File: src/rtl/stk_pkg.sv
package stk_pkg;

    localparam int AW = 16;
    localparam int DW = 16;
    localparam int FW = 2;

    typedef enum logic [2:0] {
        S_FETCH, S_DECODE, S_OP1, S_OP2, S_EXEC, S_LOADW, S_POPA, S_HALT
    } state_e;

    typedef enum logic [2:0] {
        SK_HOLD, SK_PUSH, SK_POP, SK_POPSET, SK_SET
    } stk_op_e;

    localparam logic [6:0] OP_HALT    = 7'h00;
    localparam logic [6:0] OP_PUSHB   = 7'h01;
    localparam logic [6:0] OP_PUSHW   = 7'h02;
    localparam logic [6:0] OP_LDB     = 7'h03;
    localparam logic [6:0] OP_STB     = 7'h04;
    localparam logic [6:0] OP_DUP     = 7'h05;
    localparam logic [6:0] OP_OVER    = 7'h06;
    localparam logic [6:0] OP_DROP    = 7'h07;
    localparam logic [6:0] OP_ADD     = 7'h08;
    localparam logic [6:0] OP_DEC     = 7'h09;
    localparam logic [6:0] OP_LDPC    = 7'h0A;
    localparam logic [6:0] OP_LDPCR   = 7'h0B;
    localparam logic [6:0] OP_BZ      = 7'h0C;
    localparam logic [6:0] OP_BNZ     = 7'h0D;
    localparam logic [6:0] OP_BC      = 7'h0E;
    localparam logic [6:0] OP_BNC     = 7'h0F;
    localparam logic [6:0] OP_RPUSHPC = 7'h10;
    localparam logic [6:0] OP_RPOPPC  = 7'h11;
    localparam logic [6:0] OP_POPPC   = 7'h12;
    localparam logic [6:0] OP_PUSHS   = 7'h13;
    localparam logic [6:0] OP_POPS    = 7'h14;
    localparam logic [6:0] OP_RPUSHS  = 7'h15;
    localparam logic [6:0] OP_RPOPS   = 7'h16;
    localparam logic [6:0] OP_TOR     = 7'h17;
    localparam logic [6:0] OP_FROMR   = 7'h18;

    typedef struct packed {
        state_e          st;
        logic [AW-1:0]   pc;
        logic [AW-1:0]   a;
        logic [FW-1:0]   flg;
        logic [7:0]      ir;
        logic [DW-1:0]   imm;
    } core_regs_t;

    function automatic logic [1:0] operand_bytes(input logic [6:0] op);
        case (op)
            OP_PUSHB, OP_LDPCR, OP_RPUSHPC,
            OP_BZ, OP_BNZ, OP_BC, OP_BNC:   return 2'd1;
            OP_PUSHW, OP_LDPC:              return 2'd2;
            default:                        return 2'd0;
        endcase
    endfunction

endpackage

File: src/rtl/stk_lifo.sv
module stk_lifo
    import stk_pkg::*;
#(
    parameter int DEPTH = 16,
    parameter int W     = 16
) (
    input  logic         clk,
    input  logic         rst_n,
    input  stk_op_e      op,
    input  logic [W-1:0] din,
    output logic [W-1:0] tos,
    output logic [W-1:0] nos
);
    localparam int PW = $clog2(DEPTH);
    localparam logic [PW-1:0] ONE = PW'(1);

    typedef struct packed {
        logic [PW-1:0] sp;
        logic [W-1:0]  top;
    } lifo_t;

    lifo_t          r_q, r_d;
    logic [W-1:0]   slot_q [DEPTH];
    logic           wr_en;
    logic [PW-1:0]  wr_idx;

    always_comb begin
        r_d    = r_q;
        wr_en  = 1'b0;
        wr_idx = r_q.sp + ONE;
        unique case (op)
            SK_PUSH: begin
                wr_en   = 1'b1;
                r_d.sp  = r_q.sp + ONE;
                r_d.top = din;
            end
            SK_POP: begin
                r_d.top = slot_q[r_q.sp];
                r_d.sp  = r_q.sp - ONE;
            end
            SK_POPSET: begin
                r_d.top = din;
                r_d.sp  = r_q.sp - ONE;
            end
            SK_SET:  r_d.top = din;
            default: ;
        endcase
    end

    always_ff @(posedge clk or negedge rst_n) begin
        if (!rst_n) r_q <= '0;
        else        r_q <= r_d;
    end

    for (genvar i = 0; i < DEPTH; i++) begin : g_slot
        always_ff @(posedge clk or negedge rst_n) begin
            if (!rst_n)                              slot_q[i] <= '0;
            else if (wr_en && wr_idx == PW'(i))      slot_q[i] <= r_q.top;
        end
    end

    assign tos = r_q.top;
    assign nos = slot_q[r_q.sp];

    AST_PUSH_SAVES_TOP: assert property (@(posedge clk) disable iff (!rst_n)
        (op == SK_PUSH) |=> (nos == $past(tos) && tos == $past(din)));
    AST_POP_EXPOSES_NOS: assert property (@(posedge clk) disable iff (!rst_n)
        (op == SK_POP) |=> (tos == $past(nos)));

endmodule

File: src/rtl/stk_alu.sv
module stk_alu
    import stk_pkg::*;
(
    input  logic [DW-1:0] top,
    input  logic [DW-1:0] under,
    input  logic          do_dec,
    output logic [DW-1:0] res,
    output logic          carry,
    output logic          zero
);
    logic [DW:0] wide;

    always_comb begin
        if (do_dec) wide = {1'b0, top} - {{DW{1'b0}}, 1'b1};
        else        wide = {1'b0, under} + {1'b0, top};
        res   = wide[DW-1:0];
        carry = wide[DW];
        zero  = (wide[DW-1:0] == '0);
    end

endmodule

File: src/rtl/stk_core.sv
module stk_core
    import stk_pkg::*;
#(
    parameter int STACK_DEPTH = 16
) (
    input  logic          clk,
    input  logic          rst_n,
    output logic [15:0]   mem_addr,
    output logic          mem_we,
    output logic [7:0]    mem_wdata,
    input  logic [7:0]    mem_rdata,
    output logic          at_boundary,
    output logic          halted,
    output logic [15:0]   dbg_pc,
    output logic [15:0]   dbg_a,
    output logic [1:0]    dbg_flags,
    output logic [15:0]   dbg_tos,
    output logic [15:0]   dbg_nos,
    output logic [15:0]   dbg_rtos,
    output logic [15:0]   dbg_rnos
);
    core_regs_t     cq, cd;
    stk_op_e        ds_op, rs_op;
    logic [DW-1:0]  ds_din, rs_din, ds_tos, ds_nos, rs_tos, rs_nos;
    logic [DW-1:0]  alu_res;
    logic           alu_c, alu_z;
    logic [6:0]     op7;
    logic [AW-1:0]  pc_rel;
    logic           take;
    state_e         after_exec;
    logic [AW-1:0]  bus_addr;
    logic           bus_we;

    stk_lifo #(.DEPTH(STACK_DEPTH), .W(DW)) u_dstk (
        .clk(clk), .rst_n(rst_n), .op(ds_op), .din(ds_din), .tos(ds_tos), .nos(ds_nos));

    stk_lifo #(.DEPTH(STACK_DEPTH), .W(DW)) u_rstk (
        .clk(clk), .rst_n(rst_n), .op(rs_op), .din(rs_din), .tos(rs_tos), .nos(rs_nos));

    stk_alu u_alu (
        .top(ds_tos), .under(ds_nos), .do_dec(op7 == OP_DEC),
        .res(alu_res), .carry(alu_c), .zero(alu_z));

    assign op7        = cq.ir[6:0];
    assign pc_rel     = cq.pc + {{(AW-8){cq.imm[7]}}, cq.imm[7:0]};
    assign take       = (op7[1] ? cq.flg[1] : cq.flg[0]) ^ op7[0];
    assign after_exec = cq.ir[7] ? S_POPA : S_FETCH;

    always_comb begin
        cd       = cq;
        ds_op    = SK_HOLD;
        ds_din   = ds_tos;
        rs_op    = SK_HOLD;
        rs_din   = ds_tos;
        bus_addr = cq.pc;
        bus_we   = 1'b0;
        unique case (cq.st)
            S_FETCH: begin
                cd.pc = cq.pc + 16'd1;
                cd.st = S_DECODE;
            end
            S_DECODE: begin
                cd.ir  = mem_rdata;
                cd.imm = '0;
                if (operand_bytes(mem_rdata[6:0]) != 2'd0) begin
                    cd.pc = cq.pc + 16'd1;
                    cd.st = S_OP1;
                end else begin
                    cd.st = S_EXEC;
                end
            end
            S_OP1: begin
                cd.imm[7:0] = mem_rdata;
                if (operand_bytes(op7) == 2'd2) begin
                    cd.pc = cq.pc + 16'd1;
                    cd.st = S_OP2;
                end else begin
                    cd.st = S_EXEC;
                end
            end
            S_OP2: begin
                cd.imm[15:8] = mem_rdata;
                cd.st        = S_EXEC;
            end
            S_EXEC: begin
                bus_addr = cq.a;
                cd.st    = after_exec;
                case (op7)
                    OP_HALT:    cd.st = S_HALT;
                    OP_PUSHB:   begin ds_op = SK_PUSH; ds_din = {8'h00, cq.imm[7:0]}; end
                    OP_PUSHW:   begin ds_op = SK_PUSH; ds_din = cq.imm; end
                    OP_LDB:     cd.st = S_LOADW;
                    OP_STB:     begin bus_we = 1'b1; ds_op = SK_POP; end
                    OP_DUP:     begin ds_op = SK_PUSH; ds_din = ds_tos; end
                    OP_OVER:    begin ds_op = SK_PUSH; ds_din = ds_nos; end
                    OP_DROP:    ds_op = SK_POP;
                    OP_ADD:     begin ds_op = SK_POPSET; ds_din = alu_res; cd.flg = {alu_c, alu_z}; end
                    OP_DEC:     begin ds_op = SK_SET;    ds_din = alu_res; cd.flg = {alu_c, alu_z}; end
                    OP_LDPC:    cd.pc = cq.imm;
                    OP_LDPCR:   cd.pc = pc_rel;
                    OP_BZ, OP_BNZ, OP_BC, OP_BNC:
                                if (take) cd.pc = pc_rel;
                    OP_RPUSHPC: begin rs_op = SK_PUSH; rs_din = pc_rel; end
                    OP_RPOPPC:  begin rs_op = SK_POP;  cd.pc = rs_tos; end
                    OP_POPPC:   begin ds_op = SK_POP;  cd.pc = ds_tos; end
                    OP_PUSHS:   begin ds_op = SK_PUSH; ds_din = {{(DW-FW){1'b0}}, cq.flg}; end
                    OP_POPS:    begin ds_op = SK_POP;  cd.flg = ds_tos[FW-1:0]; end
                    OP_RPUSHS:  begin rs_op = SK_PUSH; rs_din = {{(DW-FW){1'b0}}, cq.flg}; end
                    OP_RPOPS:   begin rs_op = SK_POP;  cd.flg = rs_tos[FW-1:0]; end
                    OP_TOR:     begin rs_op = SK_PUSH; rs_din = ds_tos; ds_op = SK_POP; end
                    OP_FROMR:   begin rs_op = SK_POP;  ds_op = SK_PUSH; ds_din = rs_tos; end
                    default: ;
                endcase
            end
            S_LOADW: begin
                ds_op  = SK_PUSH;
                ds_din = {8'h00, mem_rdata};
                cd.st  = after_exec;
            end
            S_POPA: begin
                cd.a  = ds_tos;
                ds_op = SK_POP;
                cd.st = S_FETCH;
            end
            S_HALT: ;
            default: cd.st = S_HALT;
        endcase
    end

    always_ff @(posedge clk or negedge rst_n) begin
        if (!rst_n) cq <= '{st: S_FETCH, default: '0};
        else        cq <= cd;
    end

    assign mem_addr    = bus_addr;
    assign mem_we      = bus_we;
    assign mem_wdata   = ds_tos[7:0];
    assign at_boundary = (cq.st == S_FETCH);
    assign halted      = (cq.st == S_HALT);
    assign dbg_pc      = cq.pc;
    assign dbg_a       = cq.a;
    assign dbg_flags   = cq.flg;
    assign dbg_tos     = ds_tos;
    assign dbg_nos     = ds_nos;
    assign dbg_rtos    = rs_tos;
    assign dbg_rnos    = rs_nos;

    AST_FETCH_STEP: assert property (@(posedge clk) disable iff (!rst_n)
        (cq.st == S_FETCH) |=> (cq.pc == $past(cq.pc) + 16'd1));
    AST_STORE_POPS: assert property (@(posedge clk) disable iff (!rst_n)
        mem_we |=> (ds_tos == $past(ds_nos)));
    AST_RET_FROM_RSTACK: assert property (@(posedge clk) disable iff (!rst_n)
        (cq.st == S_EXEC && op7 == OP_RPOPPC) |=> (cq.pc == $past(rs_tos)));
    AST_POPA_TAKES_TOP: assert property (@(posedge clk) disable iff (!rst_n)
        (cq.st == S_POPA) |=> (cq.a == $past(ds_tos)));
    AST_HALT_STICKY: assert property (@(posedge clk) disable iff (!rst_n)
        halted |=> (halted && !mem_we));

endmodule

File: config.mk
export PLATFORM = sky130hd
export DESIGN_NAME = stk_core
export DESIGN_NICKNAME = d
export VERILOG_FILES = /design/src/rtl/stk_pkg.sv /design/src/rtl/stk_lifo.sv /design/src/rtl/stk_alu.sv /design/src/rtl/stk_core.sv
export SDC_FILE = /design/constraint.sdc
export NUM_CORES = 1
export LEC_CHECK = 0
export BUFFER_PORTS_ARGS = -buffer_cell sky130_fd_sc_hd__clkbuf_2
export CAP_MARGIN = 20
export CORE_UTILIZATION = 40
export DETAILED_ROUTE_END_ITERATION = 16
export GPL_ROUTABILITY_DRIVEN = 0
export PLACE_DENSITY = 0.54
export SLEW_MARGIN = 10
export SYNTH_ARGS = -nofsm -noshare
export SYNTH_HDL_FRONTEND = slang
export SYNTH_SLANG_ARGS = --single-unit
File: constraint.sdc
create_clock -name clk -period 9 [get_ports clk]
set_input_delay 0.9 -clock clk [delete_from_list [all_inputs] [get_ports clk]]
set_output_delay 0.9 -clock clk [all_outputs]
set_load 0.02 [all_outputs]
==> flow_summary.toml <==
[drt]
drt-total-wl_mm = 96.1
wl_per_cell_um = 26.1
vias = 21900
final_antenna_net_count = 0
drtIter0Drc = 1578
drc = 0
dr.pass1.iters = 6
via_per_inst = 5.95

[cts]
cts_tree = "yes"
clkTransAtPathRegs_ns = 0.06
cts_root_buf = "clkbuf_16"
cts_sinks = 613
cts-resized-gates = 0
clk_latency_ns = 0.62
post_cts_buffers = 0
cts.htree.levels = 3
cts_buffer_depth = 3
cts_buffers = 70
ctsHoldBuffers = 0

[synthesis]
synth_area_leaders = "dfrtp_1, mux2_2, mux4_2, mux2_1, mux2i_1"
synthCells = 2603
synth_nets = 2660
async_flop_share = 1.00
yosysSeqAreaShare = 0.477
ys_seq_elements = 613
ys_top_cells_by_count = "dfrtp_1, mux2_2, mux2_1, nand2_1, clkbuf_1"
yosysTopAreaCell = "dfrtp_1"
synth_edf_count = 0
syn_avg_cell_area_um2 = 12.3
synth_most_common_cell = "dfrtp_1"
syn-cell-area_um2 = 32100
yosysTopAreaCellShare = 0.477
yosysWarningCount = 0
yosysUniqueCellTypes = 75
ys.flop_type = "dfrtp_1"

[floorplanning]
top_level_ports = 135
die_w_um = 285
core-area_um2 = 79300
die_h_um = 285
start_util = 0.405
row_count = 103
dieArea_um2 = 81500

[power]
p_seq_frac = 0.310
power.share.switching = 0.437
power_density_nw_per_um2 = 358
power.switching_mw = 5.59
p_int_mw = 7.20
vdd_drop_max_mv = 0.264
combPwrFrac = 0.461
power.share.clock = 0.229
p_leak_nw = 16.9

[critical_path]
r2r_slack_ns = 2.94
start_kind = "flop"
cp-startpoint = "u_dstk.r_q[16]$_DFFE_PN0P_"
worst_ep_required_time_ns = 9.50
critical_path_class = "flop to flop"
critPathArrivalTime_ns = 6.56
cp-endpoint = "dbg_flags[0]$_DFFE_PN0P_"
critPathCaptureType = "flop"
reg2reg_depth = 17
timing.rr.start = "u_dstk.r_q[16]$_DFFE_PN0P_"
r2r_end = "dbg_flags[0]$_DFFE_PN0P_"
critPathMaxFanout = 38

[finish]
ff_latch_area_um2 = 15300
area_growth_pct = 11.3
nNetsFinal = 2643
nFillCells = 7216
drive_above_1_share = 0.311
num_antenna_cells = 0
final_cell_count_no_fill = 3686
multi_input_area_um2 = 15200

[grt]
antenna_found_initial = 2
overflow = 0
grt_max_degree = 189
grt_pass1_vias = 22700
grt_use_total = 0.237
grt_pass1_wl_mm = 146

[sta]
tightest_slew_ns = 1.08
relSlewSlack = 0.275
rsz0062_at_grt = "no"
finalCriticalPeriod_ns = 6.06
setup_viol = 0
fmax_mhz = 165
fin_crit_sh = 0.673
setup-tns-final_ns = 0
hold_violations = 0
finClkSkew_ns = 0.0183
drv_slew = 0

[worst_hold_path]
hold_class = "input pin to async pin"

[placed_design]
port-buffer-count = 134
place_inst = 3560
hpwl_mm = 64.9

[job]
maxCapViolCount = 0

[outcome]
status = "finished clean"
-- power groups by stage --
stage	clock [mW]	combinational [mW]	sequential, mW
floorplan	0	4.57	3.45
global placement	0	5.69	3.99
detailed placement	0	5.79	4.01
CTS	2.99	5.81	3.96
global route	3.10	6.35	4.04
finish	2.92	5.90	3.96
-- layout make-up --
class,instances,share of cell area
Clock buffer,105,0.0580
Clock inverter,17,0.00791
Inverter,22,0.00231
Multi-Input combinational cell,1662,0.426
Sequential cell,613,0.429
Tap cell,1050,0.0367
Timing Repair Buffer,217,0.0397
-- flip-flops by register name (all words and copies together) (netlist names) --
name           cells
dbg_flags          2
u_dstk.r_q         4
u_rstk.slot_q    256
dbg_pc            16
cq                27
dbg_a             16
u_rstk.r_q         4
u_dstk.slot_q    256
u_rstk.tos        16
u_dstk.tos        16
-- placed cells by master (no fill, tap or decap), types with 41 or more instances in the layout --
cell / netlist / layout
nor2_1: 71 / 68
a22oi_1: 54 / 54
clkbuf_2: 0 / 133
nand2_1: 159 / 159
mux2i_1: 69 / 69
ha_1: 45 / 45
a21oi_1: 86 / 86
clkbuf_16: 0 / 71
dfrtp_1: 613 / 610
mux2_2: 363 / 363
mux4_2: 102 / 102
a221oi_1: 41 / 41
o21ai_0: 70 / 70
mux2_1: 173 / 173
buf_4: 77 / 71
-- per-stage QoR --
stage,instance area [um2],total power [mW],utilization,hold WS (ns),setup WS [ns]
global placement,33300,9.68,0.420,0.462,3.09
floorplan,32100,8.02,-,0.452,3.94
global route,35800,13.5,0.451,0.400,2.30
finish,35800,12.8,0.451,0.335,2.94
detailed placement,33400,9.80,0.421,0.471,2.90
CTS,35700,12.8,0.451,0.363,2.87
-- kinds of logic (layout without fill, tap and decap cells) --
kind of cell | after synthesis | count (layout) | share of synthesized area
buf+inv | 328 | 361 | 0.0501
xor+xnor | 39 | 39 | 0.0106
flops | 613 | 613 | 0.477
fa+ha+maj | 47 | 47 | 0.0188
compound gates | 438 | 438 | 0.0958
mux | 707 | 707 | 0.281
simple gates | 431 | 431 | 0.0665
-- critical path, stage by stage (launching register included) --
cell and delay [ns]:
dfrtp_4 0.84, buf_4 0.71, mux4_2 0.59, a22oi_1 0.20, nand2_1 0.24, or4_4 0.63
nor4_4 0.34, nand3_1 0.15, xor2_1 0.19, nand2_1 0.11, ha_1 0.40, nand2b_1 0.18
nand4b_1 0.10, a2111oi_0 0.38, o2111ai_1 0.18, nor4_1 0.25, o2111ai_1 0.18, o31ai_1 0.24
-- worst min-delay path by stage --
stage | from | end | slack [ns] | cells past startpoint
2_1_floorplan | u_dstk.slot_q[149]$_DFFE_PN0P_ | u_dstk.slot_q[149]$_DFFE_PN0P_ | 0.45 | 1
3_3_place_gp | u_dstk.slot_q[158]$_DFFE_PN0P_ | u_dstk.slot_q[158]$_DFFE_PN0P_ | 0.46 | 1
3_5_place_dp | u_dstk.slot_q[221]$_DFFE_PN0P_ | u_dstk.slot_q[221]$_DFFE_PN0P_ | 0.47 | 1
4_1_cts | rst_n | u_rstk.slot_q[20]$_DFFE_PN0P_ | 0.36 | 1
5_1_grt | rst_n | u_rstk.slot_q[20]$_DFFE_PN0P_ | 0.40 | 1
6_report | rst_n | u_rstk.slot_q[20]$_DFFE_PN0P_ | 0.34 | 1
-- per-layer routing --
metal	share of wire	GRT usage
met5	0.00026	0
met4	0.047	0.109
met3	0.047	0.0334
met2	0.49	0.397
met1	0.41	0.303
Note: power is estimated with default switching activity, not from simulation.
